## src/rtl/tmr_dual_event_chan.sv

```systemverilog
module tmr_dual_event_chan #(
  parameter int TW = 24,
  parameter int FILT_SAMPLES = 3,
  localparam int CW = $clog2(FILT_SAMPLES) + 1
) (
  input  logic          clk,
  input  logic          rst_n,
  input  logic          half_rate,
  input  logic          filt_bypass,
  input  logic          pin_in,
  input  logic [TW-1:0] tb_a,
  input  logic [TW-1:0] tb_b,
  input  logic [1:0]    tb_sel,
  input  logic [1:0]    edge_sel1,
  input  logic [1:0]    edge_sel2,
  input  logic [1:0]    match_en,
  input  logic [1:0]    ge_mode,
  input  logic          flag_both,
  input  logic [1:0]    act1,
  input  logic [1:0]    act2,
  input  logic [1:0]    match_we,
  input  logic [TW-1:0] match_wdata,
  input  logic [4:0]    clr,
  output logic          pin_out,
  output logic [1:0]    td,
  output logic [1:0]    md,
  output logic          flag,
  output logic [TW-1:0] cap1,
  output logic [TW-1:0] cap2
);

  logic          phase, en;
  logic          pin_s, filt, prev, level, rise, fall;
  logic [CW-1:0] cnt;
  logic [TW-1:0] mv [2];
  logic [TW-1:0] cap [2];
  logic [TW-1:0] tsel [2];
  logic [TW-1:0] diff [2];
  logic [1:0]    esel [2];
  logic [1:0]    hit, tfire, mfire;
  logic [1:0]    act;

  assign en    = ~half_rate | phase;
  assign level = filt_bypass ? pin_s : filt;
  assign rise  = en & level & ~prev;
  assign fall  = en & ~level & prev;
  assign esel[0] = edge_sel1;
  assign esel[1] = edge_sel2;

  always_comb begin
    for (int n = 0; n < 2; n++) begin
      tsel[n]  = tb_sel[n] ? tb_b : tb_a;
      diff[n]  = tsel[n] - mv[n];
      hit[n]   = ge_mode[n] ? ~diff[n][TW-1] : (tsel[n] == mv[n]);
      mfire[n] = en & match_en[n] & ~md[n] & hit[n];
      tfire[n] = ~td[n] & ((esel[n][0] & rise) | (esel[n][1] & fall));
    end
  end

  assign act = mfire[1] ? act2 : (mfire[0] ? act1 : 2'b00);

  always_ff @(posedge clk) begin
    if (!rst_n) begin
      phase <= 1'b0;
      pin_s <= 1'b0;
      filt  <= 1'b0;
      cnt   <= '0;
      prev  <= 1'b0;
    end else begin
      phase <= ~phase;
      pin_s <= pin_in;
      if (en) begin
        prev <= level;
        if (pin_s != filt) begin
          if (cnt == CW'(FILT_SAMPLES - 1)) begin
            filt <= pin_s;
            cnt  <= '0;
          end else begin
            cnt <= cnt + 1'b1;
          end
        end else begin
          cnt <= '0;
        end
      end
    end
  end

  always_ff @(posedge clk) begin
    if (!rst_n) begin
      td      <= '0;
      md      <= '0;
      flag    <= 1'b0;
      pin_out <= 1'b0;
      for (int n = 0; n < 2; n++) begin
        mv[n]  <= '0;
        cap[n] <= '0;
      end
    end else begin
      td   <= tfire | (td & ~clr[1:0]);
      md   <= mfire | (md & ~clr[3:2]);
      flag <= mfire[1] | (mfire[0] & flag_both) | (flag & ~clr[4]);
      case (act)
        2'b01:   pin_out <= 1'b1;
        2'b10:   pin_out <= 1'b0;
        2'b11:   pin_out <= ~pin_out;
        default: pin_out <= pin_out;
      endcase
      for (int n = 0; n < 2; n++) begin
        if (mfire[n] | tfire[n]) cap[n] <= tsel[n];
        if (match_we[n]) mv[n] <= match_wdata;
      end
    end
  end

  assign cap1 = cap[0];
  assign cap2 = cap[1];

endmodule

```

## config.mk

```make
export PLATFORM = sky130hd
export DESIGN_NAME = tmr_dual_event_chan
export DESIGN_NICKNAME = d
export VERILOG_FILES = /design/src/rtl/tmr_dual_event_chan.sv
export SDC_FILE = /design/constraint.sdc
export NUM_CORES = 1
export LEC_CHECK = 0
export CAP_MARGIN = 20
export CORE_ASPECT_RATIO = 0.8
export CORE_MARGIN = 10
export CORE_UTILIZATION = 66
export CTS_BUF_LIST = sky130_fd_sc_hd__clkbuf_2 sky130_fd_sc_hd__clkbuf_4 sky130_fd_sc_hd__clkbuf_8
export CTS_CLUSTER_SIZE = 12
export DETAILED_ROUTE_END_ITERATION = 12
export DONT_BUFFER_PORTS = 1
export GPL_ROUTABILITY_DRIVEN = 0
export GPL_TIMING_DRIVEN = 0
export PLACE_DENSITY = 0.81
export SKIP_CTS_REPAIR_TIMING = 1
export SYNTH_ARGS = -nofsm -noshare
export SYNTH_HDL_FRONTEND = slang
export SYNTH_SLANG_ARGS = --single-unit
```

## constraint.sdc

```tcl
create_clock -name clk -period 4 [get_ports clk]
set_input_delay 0.2 -clock clk [delete_from_list [all_inputs] [get_ports clk]]
set_output_delay 0.2 -clock clk [all_outputs]
set_load 0.05 [all_outputs]
```

==> metrics.cfg, run 1 <==
[run_status]
outcome = finished, final reports clean

[sta]
rsz0062_at_grt = false
final.setup.worst_slack_ps = 157.6
skew_ps = 15.86
max_freq_mhz = 260.3
finalHoldViolCount = 0
fin_crit_sh_pct = 96.06
slew_violations = 0
max_slew_margin_pct = 50.16
tns_ps = 0
tightest_slew_ps = 747.6
period_needed_ps = 3842
setup_violations = 0

[detailed_routing]
wl_um = 14670
drt_iter0_markers = 296
drc = 0
wl_per_cell_um = 23.55
ant_nets = 0
vias = 3888
first_pass_iters = 5
via_per_inst = 6.241

[setup_path]
critPathLaunchType = input pin
reg2reg_depth = 11
crit_end = cap[0][26]$_SDFFCE_PN0P_
setup.worst_path.class = in2reg
cp_max_fo = 10
startpoint = tb_sel[0]
rrSetupSlack_ps = 880
critPathCaptureType = flop
regToRegEndpoint = cap[0][26]$_SDFFCE_PN0P_
r2r_start = mv[0][18]$_DFFE_PP_
crit_arrival_ps = 3970
cp.required_ps = 4130

[die]
die_area_sq_mm = 0.01306
die_h_um = 104.2
die_x_um = 125.3
ios = 153
placementRows = 30
initial_utilization_pct = 68.39
core_sq_mm = 0.008558

[layout]
multi_input_area_sq_mm = 0.002454
nNetsFinal = 651
layout_common_cells = edfxtp_1, inv_1, ha_1, nor2b_1, mux2_2
final_cells = 623
final_common_cell = edfxtp_1
fillCellCount = 547
drive_above_1_share_pct = 15.07
area_growth_pct = 8.380
final-seq-area_sq_mm = 0.003143
num_antenna_cells = 0

[place]
dp_slack_ps = -380.5
dpl.hpwl_um = 11830
dp.cells = 603
place.port_buffers = 0

[pwr]
p_per_area_mw_per_mm2 = 434.3
design_power_total_mw = 2.755
vdd_drop_max_v = 0.0002185
leakage_nw = 2.479

[synthesis]
synth_top_flop_cell = edfxtp_1
synth-edff-count = 96
yosysSeqAreaShare_pct = 53.70
postSynthCellCount = 487
synthesis.nets = 632
ys_warn_count = 0
syn-cell-area_sq_mm = 0.005853
yosysUniqueCellTypes = 48
synth_area_per_cell_sq_um = 12.02
ys_seq_elements = 109
synthArstFlopShare_pct = 0

[grt]
first_global_vias = 4056
grt_antenna_before_repair = 0
grt_max_degree = 19
grt_most_used_layer = met2
grt_overflow_total = 0
track_usage_pct = 21.91
use_met1_pct = 26.71
grt_pass1_wl_um = 22710
grt_use_met2_pct = 36.11
grt_util_met3_pct = 7.641

[clocking]
clock_latency_ps = 370
path_clk_slew_ps = 110
tritoncts = built
htree_levels = 3
cts_root_buf = clkbuf_8
cts_buffer_depth = 2
cts.sinks = 109
cts_buffers = 9

[flow_run]
cap_violations = 0

[worst_hold_path]
hp-class = in2reg
hold_depth = 2

## per-layer routing
metal	part of all wire [%]	routed length [um]	vias to the layer above
li1	-	-	1794
met1	39	5759	1875
met2	49	7172	197
met3	10	1531	22
met4	1.4	207	0
met5	0	0	-
## through the flow
step                      utilization (%)  hold WS, ps  cell area (sq um)
after floorplan                         -        321.7               5853
after global placement              70.03        338.2               5993
after detailed placement            71.32        332.0               6103
after CTS                           73.66       -65.44               6304
after global routing                74.12        6.179               6344
final                               74.12        4.241               6344
## kinds of logic after synthesis
| group | count (synthesis) | share of synthesized area [%] |
|---|---|---|
| simple gates | 158 | 15.99 |
| buf+inv | 62 | 4.382 |
| flops | 109 | 53.70 |
| mux | 49 | 9.320 |
| compound gates | 60 | 6.328 |
| xor+xnor | 3 | 0.4490 |
| fa+ha+maj | 46 | 9.833 |
## registers in the layout, indices dropped and copies added (netlist names)
name	flops
filt	1
pin_s	1
mv	48
phase	1
prev	1
md	2
pin_out	1
cnt	3
cap	48
td	2
flag	1
## final cells by class
type	instances	share of cell area [%]
inverter	48	2.840
timing repair buffer	8	2.327
tap	112	2.209
clock inverter	6	1.085
multi-input combinational	316	38.68
clock buffer	10	2.071
sequential	109	49.55
buffer	14	1.243
## power breakdown
group          total (mW)  switching, mW  internal (mW)
Clock               0.688          0.386          0.302
Sequential           1.63          0.259           1.37
Combinational       0.439          0.256          0.184
## cell usage after synthesis (2+ instances only)
library cell	instances	share of area [%]
mux2_2	44	8.5
nand4_1	10	1.1
dfxtp_1	13	4.4
and2_1	25	2.7
nor4_2	2	0.43
nand2_1	16	1.0
nand3b_1	2	0.26
and4_1	3	0.45
inv_1	48	3.1
nand3_1	8	0.68
buf_1	4	0.26
a31oi_1	5	0.53
nor2b_1	45	4.8
ha_1	46	9.8
or3_1	4	0.43
o2111ai_1	2	0.30
edfxtp_1	96	49
o21ai_0	11	0.94
o21a_1	3	0.38
clkbuf_1	3	0.19
buf_2	4	0.34
xor2_1	2	0.30
buf_6	2	0.38
a211oi_1	3	0.38
nand2b_1	10	1.1
nor3b_1	5	0.64
mux2i_1	5	0.86
nor3_1	3	0.26
a21oi_1	26	2.2
nor2_1	18	1.2
a22oi_1	2	0.26
## critical path: stages
cell,delay (ps)
buf_2,200
buf_1,590
mux2_2,440
ha_1,310
a21oi_1,150
o21ai_0,170
a221oi_1,440
a31oi_1,160
o21a_1,270
o41ai_2,490
buf_4,300
buf_6,170
nor2b_1,50
## how the worst min path moves through the flow
stage	from	endpoint	slack [ps]
global route	act1[0]	pin_out$_SDFFE_PN0P_	6
CTS	rst_n	pin_s$_SDFF_PN0_	-70
floorplan	rst_n	pin_s$_SDFF_PN0_	320
detailed placement	rst_n	pin_s$_SDFF_PN0_	330
global placement	rst_n	pin_s$_SDFF_PN0_	340
finish	act1[0]	pin_out$_SDFFE_PN0P_	4
No activity file was read; power rests on OpenSTA's default activity.
==> run 2: changes to the inputs <==
- clock period: 4 -> 4.22 ns (I/O delays scaled with it)
==> run 2 against run 1 <==
  * Sequential power decreased by 6%
  * Sequential share of layout area about the same
  * Die area unchanged
  * Critical path depth unchanged
  * Global-route usage unchanged
  * Clock skew decreased by 0.85 ps
  * Worst hold slack improved by 11 ps
  * Critical endpoint unchanged
  * Wire length increased by 0.76%
  * Largest cell class unchanged
==> metrics.cfg, run 2 (synthesis gave the netlist of run 1 again) <==
[run_status]
outcome = finished, final reports clean

[clocking]
cts_root_buf = clkbuf_8
htree_levels = 3
cts.sinks = 109
path_clk_slew_ps = 110
cts_buffers = 9
cts_buffer_depth = 2
clock_latency_ps = 380
tritoncts = built

[detailed_routing]
wl_per_cell_um = 23.73
drc = 0
vias = 3852
via_per_inst = 6.183
first_pass_iters = 5
drt_iter0_markers = 336
ant_nets = 0
wl_um = 14780

[pwr]
leakage_nw = 2.476
p_per_area_mw_per_mm2 = 411.6
design_power_total_mw = 2.613
vdd_drop_max_v = 0.0002072

[die]
placementRows = 30
ios = 153
die_area_sq_mm = 0.01306
initial_utilization_pct = 68.39
die_x_um = 125.3
die_h_um = 104.2
core_sq_mm = 0.008558

[grt]
first_global_vias = 4056
track_usage_pct = 21.91
grt_max_degree = 19
grt_pass1_wl_um = 22710
grt_antenna_before_repair = 0
grt_overflow_total = 0

[worst_hold_path]
hold_depth = 2
hp-class = in2reg

[sta]
fin_crit_sh_pct = 92.68
setup_violations = 0
period_needed_ps = 3911
final.setup.worst_slack_ps = 309.1
tns_ps = 0
finalHoldViolCount = 0
tightest_slew_ps = 863.1
max_slew_margin_pct = 42.46
slew_violations = 0
rsz0062_at_grt = false
skew_ps = 15.02
max_freq_mhz = 255.7

[layout]
layout_common_cells = edfxtp_1, inv_1, ha_1, nor2b_1, mux2_2
area_growth_pct = 8.444
post-route-cell-area_sq_mm = 0.006347
nNetsFinal = 651
final_common_cell = edfxtp_1
drive_above_1_share_pct = 14.68
multi_input_area_sq_mm = 0.002454
reg_top3 = cap: 48 flops, mv: 48 flops, cnt: 3 flops
fin_util_pct = 74.17
num_antenna_cells = 0
fillCellCount = 549
final-seq-area_sq_mm = 0.003143

[setup_path]
startpoint = tb_sel[0]
reg2reg_depth = 11
r2r_start = mv[0][18]$_DFFE_PP_
cp.required_ps = 4360
cp_max_fo = 10
crit_end = cap[0][26]$_SDFFCE_PN0P_
critPathLaunchType = input pin
critPathCaptureType = flop
setup.worst_path.class = in2reg
crit_arrival_ps = 4050
rrSetupSlack_ps = 1090
regToRegEndpoint = cap[0][26]$_SDFFCE_PN0P_

[place]
place.port_buffers = 0
dp_slack_ps = -171.5
placed_area_sq_mm = 0.006103
dpl.hpwl_um = 11830

[flow_run]
cap_violations = 0

-- run 2: layout make-up --
cell class | count | share of cell area, %
multi-input combinational | 316 | 38.66
timing repair buffer | 8 | 2.326
clock inverter | 6 | 1.084
buffer | 14 | 1.301
sequential | 109 | 49.52
clock buffer | 10 | 2.070
tap | 112 | 2.208
inverter | 48 | 2.839
-- run 2: how the worst min path moves through the flow --
stage | to | from
after global placement | pin_s$_SDFF_PN0_ | rst_n
final | pin_out$_SDFFE_PN0P_ | act1[0]
after floorplan | pin_s$_SDFF_PN0_ | rst_n
after global routing | pin_out$_SDFFE_PN0P_ | act1[0]
after CTS | pin_s$_SDFF_PN0_ | rst_n
after detailed placement | pin_s$_SDFF_PN0_ | rst_n
-- run 2: metrics by stage --
step	hold WS (ps)	instances
6_report	15.61	623
5_1_grt	17.18	623
4_1_cts	-54.44	619
3_5_place_dp	343.0	603
3_3_place_gp	349.2	599
2_1_floorplan	332.7	487
-- run 2: power breakdown --
group,internal (mW),switching [mW],total [mW]
Clock,0.286,0.365,0.651
Combinational,0.174,0.244,0.418
Sequential,1.30,0.246,1.54
Total,1.76,0.854,2.61
-- run 2: layer usage --
metal / part of all wire [%] / global-route usage (%) / up-vias
met4: 1.3 / 5.665 / 0
met2: 49 / 36.11 / 183
li1: - / - / 1795
met1: 41 / 26.71 / 1853
met3: 9.2 / 7.641 / 21
met5: 0 / 0 / -
-- run 2: worst max-delay path, stage by stage --
cell             delay [ps]
buf_2                   210
clkdlybuf4s15_1         650
mux2_2                  420
ha_1                    330
a21oi_1                 140
o21ai_0                 170
a221oi_1                440
a31oi_1                 160
o21a_1                  280
o41ai_2                 510
buf_4                   300
buf_6                   170
nor2b_1                  50
